### src/rtl/range_bit_decoder.sv
module range_bit_decoder (
  input  logic        clk,
  input  logic        rst_n,
  input  logic        cmd_valid,
  output logic        cmd_ready,
  input  logic [1:0]  cmd_op,
  input  logic [15:0] cmd_arg_a,
  input  logic [15:0] cmd_arg_b,
  input  logic [7:0]  in_data,
  input  logic        in_valid,
  input  logic        in_eos,
  output logic        in_ready,
  output logic        result_valid,
  output logic        result_bit,
  output logic [31:0] win_o,
  output logic [15:0] span_o
);
  localparam logic [1:0] OP_START = 2'b00;
  localparam logic [1:0] OP_BIT   = 2'b01;
  localparam logic [1:0] OP_EQUI  = 2'b10;
  localparam logic [1:0] OP_SUB   = 2'b11;

  logic [31:0]        dif_q;
  logic [15:0]        rng_q;
  logic signed [15:0] cnt_q;
  logic               fill_q;
  logic [4:0]         sh_q;
  logic               pend_q;
  logic               bit_q;
  logic               rv_q;

  logic [16:0]        prod;
  logic [15:0]        split;
  logic               take;
  logic [31:0]        dif_sel;
  logic [15:0]        rng_n;
  logic [4:0]         lz;
  logic [31:0]        dif_sh;
  logic [15:0]        rng_sh;
  logic signed [15:0] cnt_n;
  logic               need_fill;
  logic [15:0]        sh_calc;
  logic [31:0]        byte_ins;
  logic [31:0]        pad;

  assign cmd_ready    = !fill_q;
  assign in_ready     = fill_q;
  assign result_valid = rv_q;
  assign result_bit   = bit_q;
  assign win_o        = dif_q;
  assign span_o       = rng_q;

  assign prod = 17'(rng_q[15:8]) * 17'(cmd_arg_a[14:6]);

  always_comb begin
    case (cmd_op)
      OP_BIT:  split = 16'(prod >> 1) + 16'd4;
      OP_EQUI: split = {1'b0, rng_q[15:8], 7'd0} + 16'd4;
      default: split = cmd_arg_a;
    endcase
  end

  assign take    = (cmd_op == OP_SUB) || (dif_q[31:16] >= split);
  assign dif_sel = take ? dif_q - {split, 16'd0} : dif_q;

  always_comb begin
    if (cmd_op == OP_SUB)
      rng_n = cmd_arg_b;
    else if (take)
      rng_n = rng_q - split;
    else
      rng_n = split;
  end

  always_comb begin
    lz = 5'd16;
    for (int i = 0; i < 16; i++)
      if (rng_n[i]) lz = 5'(15 - i);
  end

  assign dif_sh    = dif_sel << lz;
  assign rng_sh    = rng_n << lz;
  assign cnt_n     = cnt_q - $signed({11'd0, lz});
  assign need_fill = $unsigned(cnt_q) < {11'd0, lz};
  assign sh_calc   = 16'd8 - $unsigned(cnt_n);
  assign byte_ins  = {24'd0, ~in_data} << sh_q;
  assign pad       = 32'hFFFF_FFFF >> (5'd24 - sh_q);

  always_ff @(posedge clk) begin
    if (!rst_n) begin
      dif_q  <= '0;
      rng_q  <= 16'h8000;
      cnt_q  <= -16'sd15;
      fill_q <= 1'b0;
      sh_q   <= '0;
      pend_q <= 1'b0;
      bit_q  <= 1'b0;
      rv_q   <= 1'b0;
    end else begin
      rv_q <= 1'b0;
      if (!fill_q) begin
        if (cmd_valid) begin
          if (cmd_op == OP_START) begin
            dif_q  <= '0;
            rng_q  <= 16'h8000;
            cnt_q  <= -16'sd15;
            sh_q   <= 5'd23;
            fill_q <= 1'b1;
            pend_q <= 1'b0;
          end else begin
            dif_q <= dif_sh;
            rng_q <= rng_sh;
            cnt_q <= cnt_n;
            bit_q <= (cmd_op != OP_SUB) && !take;
            if (need_fill) begin
              fill_q <= 1'b1;
              sh_q   <= sh_calc[4:0];
              pend_q <= 1'b1;
            end else begin
              rv_q <= 1'b1;
            end
          end
        end
      end else if (in_valid) begin
        dif_q <= dif_q | byte_ins;
        if (sh_q < 5'd8) begin
          fill_q <= 1'b0;
          cnt_q  <= 16'd16 - {11'd0, sh_q};
          rv_q   <= pend_q;
        end else begin
          sh_q <= sh_q - 5'd8;
        end
      end else if (in_eos) begin
        dif_q  <= dif_q | pad;
        fill_q <= 1'b0;
        cnt_q  <= 16'd8 - {11'd0, sh_q};
        rv_q   <= pend_q;
      end
    end
  end

  AST_FILL_CNT: assert property (@(posedge clk) disable iff (!rst_n)
    $fell(fill_q) && $past(in_valid) |-> (cnt_q >= 16'sd9) && (cnt_q <= 16'sd16));
  AST_FILL_HOLD: assert property (@(posedge clk) disable iff (!rst_n)
    fill_q && $past(fill_q) |-> $stable(rng_q));
  AST_PAD_LOW: assert property (@(posedge clk) disable iff (!rst_n)
    $fell(fill_q) && !$past(in_valid) |-> dif_q[7:0] == 8'hFF);
  AST_RNG_TOP: assert property (@(posedge clk) disable iff (!rst_n)
    rng_q[15]);
  AST_NO_EXTRA_FILL: assert property (@(posedge clk) disable iff (!rst_n)
    $past(cmd_valid && cmd_ready && cmd_op != OP_START && cnt_q < 0) |-> !fill_q);
  AST_PULSE_CAUSE: assert property (@(posedge clk) disable iff (!rst_n)
    result_valid |-> $past(cmd_valid && cmd_ready && cmd_op != OP_START) || $past(fill_q));
endmodule

### config.mk
export PLATFORM = sky130hd
export DESIGN_NAME = range_bit_decoder
export DESIGN_NICKNAME = d
export VERILOG_FILES = /design/src/rtl/range_bit_decoder.sv
export SDC_FILE = /design/constraint.sdc
export NUM_CORES = 1
export LEC_CHECK = 0
export CORE_ASPECT_RATIO = 0.9
export CORE_MARGIN = 4
export CORE_UTILIZATION = 48
export DETAILED_ROUTE_END_ITERATION = 10
export PLACE_DENSITY = 0.73
export SLEW_MARGIN = 25
export SYNTH_ARGS = -nofsm -noshare
export SYNTH_HDL_FRONTEND = slang
export SYNTH_SLANG_ARGS = --single-unit
### constraint.sdc
create_clock -name clk -period 19.6 [get_ports clk]
set_input_delay 3.92 -clock clk [delete_from_list [all_inputs] [get_ports clk]]
set_output_delay 3.92 -clock clk [all_outputs]
set_load 0.05 [all_outputs]
==> reports/results.env, run 1 <==
RUN_STATUS='completed'
GRT_FIRST_PASS_WIRELENGTH_UM=76600
ROUTE.DETAILED.WL_PER_INST_UM=24.2
SYNTH_TOP_AREA_CELL='dfxtp_1'
SETUP_VIOLATIONS=0
NUM-FILL-CELLS=2396
GRT_MAX_DEGREE=55
FLOORPLAN.ROWS=54
OVERFLOW=0
DESIGN.FINAL.NETS=1904
TIMING.SETUP.CRITICAL_PATH_CLASS='input port to register'
IO_BUFFER_COUNT=98
NUM_VIAS=14000
DISTINCT_CELLS_SYNTH=98
START_KIND='input port'
YOSYS_WARNINGS=0
TIMING_WORST_SLEW_PIN_VALUE_PS=1070
DIE_X_UM=176
WORST_SETUP_HOLD_PATH_CLK_SLEW_PS=70
FINAL_MIN_PERIOD_OVER_CLOCK_PERIOD_PCT=85.3
MIN-DELAY-START='cnt_q[4]$_SDFFE_PN1P_'
TIMING.SETUP.TNS_PS=0
NUMBER_OF_ANTENNA_VIOLATIONS_AT_THE_FIRST_CHECK_IN_GLOBAL_ROUTING=1
WORSTPATHARRIVAL_PS=16910
SYN_AREA_PER_CELL_UM2=7.19
CRITICAL_PATH.MAX_FANOUT=40
HTREE_LEVELS=3
CRITICAL_PATH.ENDPOINT_TYPE='register'
DR.PASS1.ITERS=10
DOMINANTREGCELLSYNTH='dfxtp_1'
DETAILEDPLACEMENTHPWL_UM=38200
POST_CTS_BUFFERS=0
INITIAL_CORE_UTIL_PCT=49.4
CRITICAL_PATH.SLOWEST_CELL='or4_1'
SYNTH_ASYNC_RESET_RATIO_PCT=0
CTS_TREE='done'
CRIT_TOP_CELL='fa_1'
FF2FF_SETUP_SLACK_PS=6180
GLOBALPLACE.CONGESTION=1.03
TIMING.CLOCK.SKEW_PS=15.3
HOLD_PATH_STAGES=2
DIE_HEIGHT_UM=159
DRT-VIAS-PER-INSTANCE=6.76
SYNTHESIS.NETS=1867
SYNTH-SEQ-CELLS=73
SYN-INSTANCE-COUNT=1691
SEQ_AREA_UM2=1460
FIN_HOLD_VIOLS=0
FP.DIEAREA_UM2=27900
CTS_HOLD_BUF=0
DRTITER0DRC=1725
CORE-AREA_UM2=24600
ANTENNA_LEFT=0
GRT_USE_TOTAL_PCT=34.1
NUMBER_OF_ENABLE_FLIP_FLOP_CELLS_AFTER_SYNTHESIS=0
POST_SYNTH_MAIN_AREA_CONTRIBUTORS='dfxtp_1 12%, ha_1 8.6%, fa_1 7.4%'
TRITONCTS.NUM_BUFFERS=9
HOLD_PATH_CLASS='register to register'
REG2REG_TO='sh_q[3]$_SDFFE_PN0P_'
MAX_SLEW_MARGIN_PCT=28.4
CTS_NUM_SINKS=73
GRT_SETUP_UNREPAIRED='no'
NETLIST.AREA_LEADER.SHARE_PCT=12.0
PERIOD_NEEDED_PS=16720
SYNTHTOLAYOUTAREAGROWTH_PCT=12.2
CRITICAL_PATH.REG2REG.STARTPOINT='span_o[12]$_SDFFE_PN0P_'
CTS_RESIZED=0
CLOCKROOTBUFFER='clkbuf_16'
CLOCK_TREE.BUFFER_DEPTH=2
MAX_STAGE_DELAY_PS=690
REPORT.FINAL.SLEW_VIOL_COUNT=0
WL_UM=50100
DRT_DRC_VIOLATIONS_LEFT=0
FINAL_LAYOUT_SIZE_SUFFIX_GT1_SHARE_PCT=5.31
CLOCK_INSERTION_DELAY_WORST_SKEW_PS=350
GRT_PASS1_VIAS=13000
REQUIRED_PS=19790
BOUNDARYPINS=99
MULTI_INPUT_AREA_UM2=9860
MAPPED_AREA_UM2=12200
PROPORTION_OF_SYNTHESIZED_CHIP_AREA_IN_SEQUENTIAL_CELLS_PCT=12.0
FMAXACHIEVABLE_MHz=59.8
R2R.WORST_PATH.CELLS=37
MIN_TO='cnt_q[4]$_SDFFE_PN1P_'
MAX-CAP-VIOLATIONS=0
[synthesized netlist by cell type, types with 7 or more instances]
master	number
and2_1	74
o21ai_1	11
a31oi_1	32
a22oi_1	7
a211o_1	12
o22ai_1	27
a211oi_1	30
and3_1	14
buf_1	11
o21a_1	13
nand4_1	15
xnor2_1	21
o2111ai_1	7
o221ai_1	14
a221oi_1	19
mux2i_1	50
o32ai_1	7
a21oi_1	137
xor2_1	29
nor3_1	59
inv_1	112
or3_1	13
clkbuf_1	63
nor2b_1	26
a21o_1	17
nand3_1	52
dfxtp_1	73
mux2_2	12
nand2b_1	14
o31ai_1	8
a21boi_0	7
or2_2	8
ha_1	84
o21ai_0	117
buf_2	18
o211ai_1	18
nand2_1	137
nor4_1	10
nor2_1	138
fa_1	45
[metrics by stage]
stage,area [µm²],instances,utilization (%),hold WS [ps],setup WS [ps]
floorplan,12200,1691,-,447,4950
global placement,13300,2053,54.2,473,3330
detailed placement,13300,2053,54.2,476,2760
CTS,13600,2069,55.4,488,3090
global route,13600,2069,55.4,523,2010
finish,13600,2070,55.5,490,2880
[sequential cells by signal, indices dropped and copies added (netlist names)]
| register | flops |
|---|---|
| in_ready | 1 |
| result_bit | 1 |
| pend_q | 1 |
| result_valid | 1 |
| win_o | 32 |
| cnt_q | 16 |
| span_o | 16 |
| sh_q | 5 |
[metal layers]
layer / up-vias / wire (µm) / GRT usage [%] / part of all wire [%]
met5: - / 71 / 0 / 0.14
li1: 6310 / - / - / -
met4: 4 / 1370 / 8.36 / 2.7
met1: 6665 / 21300 / 48.1 / 43
met2: 891 / 21100 / 50.7 / 42
met3: 116 / 6290 / 11.1 / 13
[cell families (layout without fill, tap and decap cells)]
logic type	after synthesis	in the layout	synth area share, %
multiplexers	67	67	5.92
AO/OA/AOI/OAI	570	570	31.2
adder cells (fa/ha/maj)	131	131	16.2
AND/OR/NAND/NOR	587	587	24.1
flip-flops	73	73	12.0
XOR/XNOR	50	50	3.60
buffers and inverters	213	255	6.93
other	0	1	0
[worst max-delay path by stage]
stage | from | to | slack, ps
2_1_floorplan | cmd_arg_a[12] | sh_q[3]$_SDFFE_PN0P_ | 4950
3_3_place_gp | cmd_arg_a[11] | sh_q[3]$_SDFFE_PN0P_ | 3330
3_5_place_dp | cmd_arg_a[11] | sh_q[3]$_SDFFE_PN0P_ | 2760
4_1_cts | cmd_arg_a[11] | sh_q[3]$_SDFFE_PN0P_ | 3090
5_1_grt | cmd_arg_a[11] | sh_q[3]$_SDFFE_PN0P_ | 2010
6_report | cmd_arg_a[12] | sh_q[3]$_SDFFE_PN0P_ | 2880
[layout by cell type, fill, tap and decap left out, types with 7 or more instances in the layout]
master / synthesis / final
a211o_1: 12 / 12
a211oi_1: 30 / 30
a21boi_0: 7 / 7
a21o_1: 17 / 17
a21oi_1: 137 / 137
a221oi_1: 19 / 19
a22oi_1: 7 / 7
a31oi_1: 32 / 32
and2_1: 74 / 74
and3_1: 14 / 14
buf_4: 0 / 22
clkbuf_16: 0 / 9
clkdlybuf4s50_1: 0 / 98
dfxtp_1: 73 / 73
fa_1: 45 / 45
ha_1: 84 / 84
inv_1: 112 / 112
mux2_2: 12 / 12
mux2i_1: 50 / 50
nand2_1: 137 / 137
nand2b_1: 14 / 14
nand3_1: 52 / 52
nand4_1: 15 / 15
nor2_1: 138 / 137
nor2b_1: 26 / 26
nor3_1: 59 / 59
nor4_1: 10 / 10
o2111ai_1: 7 / 7
o211ai_1: 18 / 18
o21a_1: 13 / 13
o21ai_0: 117 / 117
o21ai_1: 11 / 11
o221ai_1: 14 / 14
o22ai_1: 27 / 27
o31ai_1: 8 / 8
o32ai_1: 7 / 7
or2_2: 8 / 8
or3_1: 13 / 13
xnor2_1: 21 / 21
xor2_1: 29 / 29
[cell type report]
type	instances	share of cell area, %
antenna	1	0.0183
clock buffer	9	1.65
clock inverter	7	0.505
inverter	119	3.31
multi-input combinational	1405	72.3
sequential	73	10.7
tap	336	3.08
timing repair buffer	120	8.40
[worst max-delay path: cells and delay by family]
family / cells / cell delay (ps)
AO/OA/AOI/OAI: 11 / 3160
XOR/XNOR: 2 / 410
adder cells (fa/ha/maj): 7 / 3280
buffers and inverters: 5 / 1580
multiplexers: 1 / 270
AND/OR/NAND/NOR: 11 / 4280
Power of run 1 is left out: the tool's default activity adds up to more than one toggle a clock period on the data nets, which glitch-free logic cannot reach.
==> run 2: changes to the inputs <==
--- a/config.mk
+++ b/config.mk
@@ -6,7 +6,6 @@
 export NUM_CORES = 1
 export LEC_CHECK = 0
 export CORE_ASPECT_RATIO = 0.9
-export CORE_MARGIN = 4
 export CORE_UTILIZATION = 48
 export DETAILED_ROUTE_END_ITERATION = 10
 export PLACE_DENSITY = 0.73
==> run 2 against run 1 <==
Wire length decreased by 2.6%. Non-clock buffer count decreased by 1. Clock-buffer cell count unchanged. Critical path depth increased by 2. Die area decreased by 7.1%. Final area about the same. Register-to-register slack got worse by 480 ps. Via count increased by 0.60%. Critical endpoint unchanged.
==> reports/results.env, run 2 (synthesis results as in run 1) <==
RUN_STATUS='completed'
CTS_RESIZED=0
CLOCKROOTBUFFER='clkbuf_16'
OVERFLOW=0
HOLD_PATH_CLASS='register to register'
NUM_VIAS=14100
FIN_HOLD_VIOLS=0
NUMBER_OF_ANTENNA_VIOLATIONS_AT_THE_FIRST_CHECK_IN_GLOBAL_ROUTING=0
GRT_PASS1_VIAS=12900
MAX_SLEW_MARGIN_PCT=27.7
CRITICAL_PATH.ENDPOINT_TYPE='register'
CLOCK_INSERTION_DELAY_WORST_SKEW_PS=360
MAX_STAGE_DELAY_PS=700
TRITONCTS.NUM_BUFFERS=9
TIMING_WORST_SLEW_PIN_VALUE_PS=1080
LARGEST_REGISTER_FFS=32
CLOCK_TREE.BUFFER_DEPTH=2
FINAL_MIN_PERIOD_OVER_CLOCK_PERIOD_PCT=87.4
REQUIRED_PS=19810
FLOORPLAN.ROWS=54
FINAL_LAYOUT_SIZE_SUFFIX_GT1_SHARE_PCT=5.31
GRT_FIRST_PASS_WIRELENGTH_UM=76100
CRITICAL_PATH.SLOWEST_CELL='or4_1'
GRT_USE_TOTAL_PCT=37.5
CORE-AREA_UM2=24500
POST-ROUTE-UTIL_PCT=55.6
TIMING.SETUP.CRITICAL_PATH_CLASS='input port to register'
FMAXACHIEVABLE_MHz=58.4
NUM-FILL-CELLS=2358
CTS_HOLD_BUF=0
HTREE_LEVELS=3
POST_CTS_BUFFERS=0
TIMING.CLOCK.SKEW_PS=6.54
WL_UM=48800
CTS_TREE='done'
WORST_SETUP_HOLD_PATH_CLK_SLEW_PS=70
WORSTPATHARRIVAL_PS=17350
GLOBALPLACE.CONGESTION=1.02
HIGHEST_COUNT_CELLS_IN_THE_LAYOUT_IGNORING_FILL_AND_TAPS='137 x nand2_1, 137 x a21oi_1, 136 x nor2_1'
DETAILEDPLACEMENTHPWL_UM=37600
DIODES=0
ANTENNA_LEFT=0
GRT_SETUP_UNREPAIRED='no'
SYNTHTOLAYOUTAREAGROWTH_PCT=12.1
SETUP_VIOLATIONS=0
R2R.WORST_PATH.CELLS=38
CTS_NUM_SINKS=73
DIE_HEIGHT_UM=153
REPORT.FINAL.SLEW_VIOL_COUNT=0
DRTITER0DRC=1768
TIMING.SETUP.TNS_PS=0
HOLD-WORST-SLACK_PS=477
MAX-CAP-VIOLATIONS=0
DR.PASS1.ITERS=6
IO_BUFFER_COUNT=98
ROUTE.DETAILED.WL_PER_INST_UM=23.6
INITIAL_CORE_UTIL_PCT=49.6
CRIT_TOP_CELL='fa_1'
FP.DIEAREA_UM2=26000
START_KIND='input port'
DESIGN.FINAL.NETS=1903
DRT-VIAS-PER-INSTANCE=6.80
DIE_X_UM=170
HOLD_PATH_STAGES=2
GRT_MAX_DEGREE=55
PERIOD_NEEDED_PS=17140
BOUNDARYPINS=99
CRITICAL_PATH.MAX_FANOUT=40
DRT_DRC_VIOLATIONS_LEFT=0
-- run 2: cell type report --
type | count | area [µm²] | share of cell area, %
multi-input combinational | 1405 | 9860 | 72.4
clock buffer | 9 | 225 | 1.65
sequential | 73 | 1460 | 10.7
tap | 336 | 420 | 3.08
timing repair buffer | 119 | 1140 | 8.35
clock inverter | 7 | 68.8 | 0.505
inverter | 119 | 452 | 3.31
-- run 2: worst paths after layout --
kind                            from               endpoint  slack, ps
min reg2reg    cnt_q[4]$_SDFFE_PN1P_  cnt_q[4]$_SDFFE_PN1P_        480
max                    cmd_arg_a[11]   sh_q[3]$_SDFFE_PN0P_       2460
min            cnt_q[4]$_SDFFE_PN1P_  cnt_q[4]$_SDFFE_PN1P_        480
max reg2reg  span_o[10]$_SDFFE_PN0P_   sh_q[3]$_SDFFE_PN0P_       5700
-- run 2: stage by stage --
stage	setup WS (ps)	area, µm²	instances
3_5_place_dp	2150	13300	2052
2_1_floorplan	4950	12200	1691
3_3_place_gp	2760	13300	2052
6_report	2460	13600	2068
5_1_grt	1500	13600	2068
4_1_cts	2480	13600	2068
-- run 2: per-layer routing --
layer	global-route usage (%)	share of wire (%)	up-vias
met5	0	0	-
met1	52.6	42	6659
met4	12.5	3.6	0
met3	11.2	13	133
met2	54.4	41	982
li1	-	-	6296
-- run 2: critical path: cells and delay by family --
| kind | cells | cell delay [ps] |
|---|---|---|
| and+or+nand+nor | 13 | 4880 |
| buffers and inverters | 6 | 1700 |
| AOI/OAI and AO/OA | 11 | 3130 |
| muxes | 2 | 470 |
| adders and majority gates | 7 | 3230 |
Power of run 2 is left out for the same reason.
